[src/rtl/tdiv_pkg.sv]
package tdiv_pkg;

  typedef enum logic [0:0] {
    SEL_MINOR = 1'b0,
    SEL_MAJOR = 1'b1
  } out_sel_e;

  function automatic int unsigned phase_width(input int unsigned n);
    return (n <= 2) ? 1 : $clog2(n);
  endfunction

endpackage

[src/rtl/tdiv_evt_capture.sv]
module tdiv_evt_capture #(
  parameter int unsigned SYNC_STAGES = 2
) (
  input  logic clk,
  input  logic rst_n,
  input  logic evt_line,
  output logic evt_ready,
  output logic evt_clash
);

  logic [SYNC_STAGES-1:0] stage_q, stage_d;
  logic                   acked_q, acked_d;
  logic                   in_flight;

  assign stage_d[0] = evt_line;
  generate
    for (genvar i = 1; i < SYNC_STAGES; i++) begin : g_stage
      assign stage_d[i] = stage_q[i-1];
    end
  endgenerate

  assign in_flight = |(stage_q ^ {SYNC_STAGES{acked_q}});
  assign evt_ready = stage_q[SYNC_STAGES-1] ^ acked_q;
  assign evt_clash = (evt_line ^ stage_q[0]) & in_flight;

  always_comb begin
    acked_d = acked_q;
    if (evt_ready) acked_d = stage_q[SYNC_STAGES-1];
  end

  always_ff @(posedge clk or negedge rst_n) begin
    if (!rst_n) begin
      stage_q <= '0;
      acked_q <= 1'b0;
    end else begin
      stage_q <= stage_d;
      acked_q <= acked_d;
    end
  end

  // An event is answered once and then the answered value catches up.
  AST_EVT_SINGLE: assert property (@(posedge clk) disable iff (!rst_n)
    evt_ready |=> (acked_q == $past(stage_q[SYNC_STAGES-1])));

endmodule

[src/rtl/tdiv_phase_ctr.sv]
module tdiv_phase_ctr
  import tdiv_pkg::*;
#(
  parameter int unsigned DIVIDE = 3
) (
  input  logic     clk,
  input  logic     rst_n,
  input  logic     advance,
  output out_sel_e sel
);

  localparam int unsigned PW   = phase_width(DIVIDE);
  localparam logic [PW-1:0] LAST = PW'(DIVIDE - 1);

  logic [PW-1:0] phase_q, phase_d;

  always_comb begin
    phase_d = phase_q;
    if (advance) phase_d = (phase_q == LAST) ? '0 : phase_q + 1'b1;
  end

  assign sel = (phase_q == LAST) ? SEL_MAJOR : SEL_MINOR;

  always_ff @(posedge clk or negedge rst_n) begin
    if (!rst_n) phase_q <= '0;
    else        phase_q <= phase_d;
  end

  AST_PHASE_RANGE: assert property (@(posedge clk) disable iff (!rst_n)
    phase_q <= LAST);
  AST_PHASE_HOLD: assert property (@(posedge clk) disable iff (!rst_n)
    !advance |=> $stable(phase_q));

endmodule

[src/rtl/tdiv_out_toggle.sv]
module tdiv_out_toggle
  import tdiv_pkg::*;
(
  input  logic     clk,
  input  logic     rst_n,
  input  logic     fire,
  input  out_sel_e sel,
  input  logic     clash,
  output logic     minor_q,
  output logic     major_q,
  output logic     err_q
);

  logic minor_d, major_d, err_d;

  always_comb begin
    minor_d = minor_q;
    major_d = major_q;
    if (fire) begin
      if (sel == SEL_MAJOR) major_d = ~major_q;
      else                  minor_d = ~minor_q;
    end
    err_d = err_q | clash;
  end

  always_ff @(posedge clk or negedge rst_n) begin
    if (!rst_n) begin
      minor_q <= 1'b0;
      major_q <= 1'b0;
      err_q   <= 1'b0;
    end else begin
      minor_q <= minor_d;
      major_q <= major_d;
      err_q   <= err_d;
    end
  end

  AST_ERR_STICKY: assert property (@(posedge clk) disable iff (!rst_n)
    err_q |=> err_q);
  AST_CLASH_FLAGS: assert property (@(posedge clk) disable iff (!rst_n)
    clash |=> err_q);

endmodule

[src/rtl/toggle_div3.sv]
module toggle_div3
  import tdiv_pkg::*;
#(
  parameter int unsigned DIVIDE      = 3,
  parameter int unsigned SYNC_STAGES = 2
) (
  input  logic clk,
  input  logic rst_n,
  input  logic in_evt,
  output logic out_minor,
  output logic out_major,
  output logic proto_err
);

  logic [1:0] rst_pipe_q;
  logic       rst_core_n;
  logic       evt_ready, evt_clash;
  out_sel_e   sel;

  // Asynchronous assert, synchronous release.
  always_ff @(posedge clk or negedge rst_n) begin
    if (!rst_n) rst_pipe_q <= 2'b00;
    else        rst_pipe_q <= {rst_pipe_q[0], 1'b1};
  end
  assign rst_core_n = rst_pipe_q[1];

  tdiv_evt_capture #(.SYNC_STAGES(SYNC_STAGES)) u_cap (
    .clk       (clk),
    .rst_n     (rst_core_n),
    .evt_line  (in_evt),
    .evt_ready (evt_ready),
    .evt_clash (evt_clash)
  );

  tdiv_phase_ctr #(.DIVIDE(DIVIDE)) u_phase (
    .clk     (clk),
    .rst_n   (rst_core_n),
    .advance (evt_ready),
    .sel     (sel)
  );

  tdiv_out_toggle u_out (
    .clk     (clk),
    .rst_n   (rst_core_n),
    .fire    (evt_ready),
    .sel     (sel),
    .clash   (evt_clash),
    .minor_q (out_minor),
    .major_q (out_major),
    .err_q   (proto_err)
  );

  AST_ONE_ANSWER: assert property (@(posedge clk) disable iff (!rst_core_n)
    evt_ready |=> $countones({out_minor ^ $past(out_minor),
                              out_major ^ $past(out_major)}) == 1);
  AST_QUIET_HOLD: assert property (@(posedge clk) disable iff (!rst_core_n)
    !evt_ready |=> ($stable(out_minor) && $stable(out_major)));
  AST_MAJOR_LAST: assert property (@(posedge clk) disable iff (!rst_core_n)
    (evt_ready && sel == SEL_MAJOR) |=> (out_major != $past(out_major)));
  AST_MINOR_EARLY: assert property (@(posedge clk) disable iff (!rst_core_n)
    (evt_ready && sel == SEL_MINOR) |=> (out_minor != $past(out_minor)));

endmodule

[config.mk]
export PLATFORM = sky130hd
export DESIGN_NAME = toggle_div3
export DESIGN_NICKNAME = d
export VERILOG_FILES = /design/src/rtl/tdiv_pkg.sv /design/src/rtl/tdiv_evt_capture.sv /design/src/rtl/tdiv_phase_ctr.sv /design/src/rtl/tdiv_out_toggle.sv /design/src/rtl/toggle_div3.sv
export SDC_FILE = /design/constraint.sdc
export NUM_CORES = 1
export LEC_CHECK = 0
export ABC_AREA = 1
export BUFFER_PORTS_ARGS = -buffer_cell sky130_fd_sc_hd__buf_2
export CORE_AREA = 3 3 40 42
export DETAILED_ROUTE_END_ITERATION = 16
export DIE_AREA = 0 0 43 45
export GPL_TIMING_DRIVEN = 0
export PLACE_DENSITY = 0.55
export SYNTH_ARGS = -nofsm -noshare
export SYNTH_HDL_FRONTEND = slang
export SYNTH_HIERARCHICAL = 1
export SYNTH_SLANG_ARGS = --single-unit
[constraint.sdc]
create_clock -name clk -period 0.8 [get_ports clk]
set_clock_uncertainty 0.05 [all_clocks]
set_input_delay 0 -clock clk [delete_from_list [all_inputs] [get_ports clk]]
set_output_delay 0 -clock clk [all_outputs]
set_load 0.05 [all_outputs]
==> out/results.txt <==
Outcome -> finished with violations
Failing checks -> negative setup slack
Ys async rst share -> 100%
Root Driver -> clkbuf_4
Setup CP Type -> register to register
Global-route wire length before repair -> 1.04 mm
Reg2reg end -> u_out/minor_q
Leak -> 0.000274 uW
RePlAce Congestion -> 0.683
Peak VDD IR -> 0.00120 V
CTS H-tree depth -> 1
Port Buf Inserts -> 5
Clock Path Buffers -> 2
Ports -> 6
Commonest cells post-synth -> nand2_1 (15), dfrtp_1 (10), inv_1 (8), nand3_1 (4), nor2_1 (3)
Yosys reg bits -> 10
Total length of routed wires -> 601 um
Tot Pwr -> 1660 uW
Pwr dens -> 3170 mW/mm2
Final hold violations -> 0
Final Setup Violations -> 8
Footprint of the multi-input gates -> 116 um2
EDFF count, synth -> 0
Class of the worst hold path -> register to asynchronous set/reset pin
CTS tree -> built
Clock Sinks -> 10
Core area -> 0.00128 mm2
Filler instances -> 136
Crit path arrival time -> 1.12 ns
Layout net count -> 61
Mapped Cells -> 44
Overall Global Routing Usage -> 8.20%
Register area share after synthesis -> 64.5%
Num rows -> 13
ANT cells -> 0
Via-to-Cell Ratio -> 4.10
Startpoint types -> register
Pre-CTS setup slack -> -0.170 ns
Top-count cell post-synth -> nand2_1
Die Ht -> 45 um
Fraction of layout cells with a size suffix above 1 -> 29.8%
Vias in the first global route -> 253
Die width -> 43 um
Distinct cells, synth -> 9
Worst reg-to-reg setup slack -> -0.16 ns
Required @ worst endpoint -> 0.95 ns
Layout area overhead -> 35.2%
Post-DP HPWL -> 420 um
Critical path peak fanout -> 4
Post-synth top flop -> dfrtp_1
Worst-Skew Late Latency -> 0.26 ns
F_max -> 1040 MHz
Post-synthesis area per instance -> 8.82 um2
DRT antenna net count -> 0
Yosys top cell area share -> 64.5%
Initial core utilization -> 30.2%
Largest net degree at the start of global routing -> 9
Pre-antenna DRT Iters -> 1
Drc violations -> 0
Vias -> 295
Mapped Area -> 388 um2
Die area -> 0.00194 mm2
Grt ovf -> 0
Average wire per standard cell -> 8.35 um
Area leader, netlist -> dfrtp_1
Reg area -> 254 um2
Hold WS -> 0.0798 ns
Worst r2r src -> u_phase/phase_q[0]
Tcrit/Tclk final -> 120%
Fin. max-slew vios -> 0
Max-Cap Viols -> 0
Initial antenna violation count -> 0
Number of CTS-inserted buffers -> 3
Final worst slack -> -0.163 ns
RSZ-0062 raised after global routing -> yes
Post-route minimum period -> 0.963 ns
Ranking of synthesized cells by area -> dfrtp_1 (65%), nand2_1 (15%), inv_1 (7.7%), nand3_1 (5.2%), nor2_1 (2.9%)
Net Count, Synth -> 47
Clk slew on worst S/H paths -> 0.07 ns
Synthesis Warnings -> 6
Crit path capture type -> register
Worst r2r path cells -> 5
Drt initial violations -> 0
[cell type report]
class / count / share of cell area [%]
buffer: 1 / 0.716
multi-input combinational: 25 / 22.2
inverter: 8 / 5.73
timing repair buffer: 9 / 14.3
clock buffer: 4 / 5.01
tap: 15 / 3.58
sequential: 10 / 48.4
[critical path, cell delays in order (launching register included)]
cell and delay (ns):
dfrtp_1 0.42, nor2_2 0.18, inv_1 0.09, nand2_1 0.07, nand2_1 0.04, nand2_1 0.05
[layout by cell type, fill, tap and decap left out]
cell type and instances:
nand2_1 14, dfrtp_1 7, inv_1 7, clkbuf_4 3, dlygate4sd3_1 3, buf_2 3, nand3_1 3, dfrtp_2 3
clkbuf_1 2, buf_6 2, nor2_1 2, conb_1 1, and2_4 1, or2_1 1, nand2_2 1, nand3_2 1
buf_4 1, inv_2 1, nor2_2 1
[through the flow]
stage | setup TNS (ns) | cells | utilization (%) | area (um2)
2_1_floorplan | -0.555 | 44 | - | 399
3_3_place_gp | -0.761 | 64 | 34.5 | 443
3_5_place_dp | -0.809 | 64 | 34.5 | 443
4_1_cts | -1.09 | 72 | 40.6 | 522
5_1_grt | -1.59 | 72 | 40.8 | 524
6_report | -1.01 | 72 | 40.8 | 524
[registers in the layout, summed over array words and instances, names as in the netlist]
signal,flops
rst_pipe_q,2
u_cap/stage_q,2
u_phase/phase_q,2
u_cap/acked_q,1
u_out/err_q,1
u_out/major_q,1
u_out/minor_q,1
[logic make-up after synthesis]
| group | after synthesis | synth area share (%) |
|---|---|---|
| other | 1 | 0.967 |
| DFF | 10 | 64.5 |
| and+or+nand+nor | 24 | 25.8 |
| buffers and inverters | 9 | 8.71 |
[worst max-delay path by stage]
| stage | start | endpoint | slack (ns) | cells after the start |
|---|---|---|---|---|
| global route | u_cap/stage_q[1] | u_out/major_q | -0.27 | 6 |
| finish | u_phase/phase_q[0] | u_out/minor_q | -0.16 | 5 |
| floorplan | u_cap/stage_q[1] | u_out/major_q | -0.12 | 5 |
| CTS | u_cap/stage_q[1] | u_out/minor_q | -0.17 | 5 |
| detailed placement | u_cap/stage_q[1] | u_out/major_q | -0.17 | 5 |
| global placement | u_cap/stage_q[1] | u_out/major_q | -0.16 | 6 |
[metal layers]
layer  up-vias  part of all wire (%)  global-route usage [%]  routed length (um)
li1        151                     -                       -                   -
met1       135                    44                    8.82                 265
met2         7                    47                    10.5                 283
met3         2                   6.7                    5.98                  40
met4         0                   2.0                    7.23                  12
met5         -                     0                       0                   0
[power breakdown]
| part | internal (uW) | total (uW) | switching [uW] |
|---|---|---|---|
| clock network | 192 | 354 | 162 |
| registers | 628 | 722 | 94.3 |
| logic | 213 | 584 | 372 |
| total | 1030 | 1660 | 628 |
[what timing repair did]
| action | 4_1_cts | 5_1_grt |
|---|---|---|
| setup endpoints to repair | 8 | 8 |
| pin swaps | 6 | 0 |
| gates resized for setup | 6 | 1 |
| setup buffers | 1 | 0 |
| hold endpoints to repair | 3 | 0 |
| hold buffers | 3 | 0 |
Note: power is estimated with default switching activity, not from simulation.
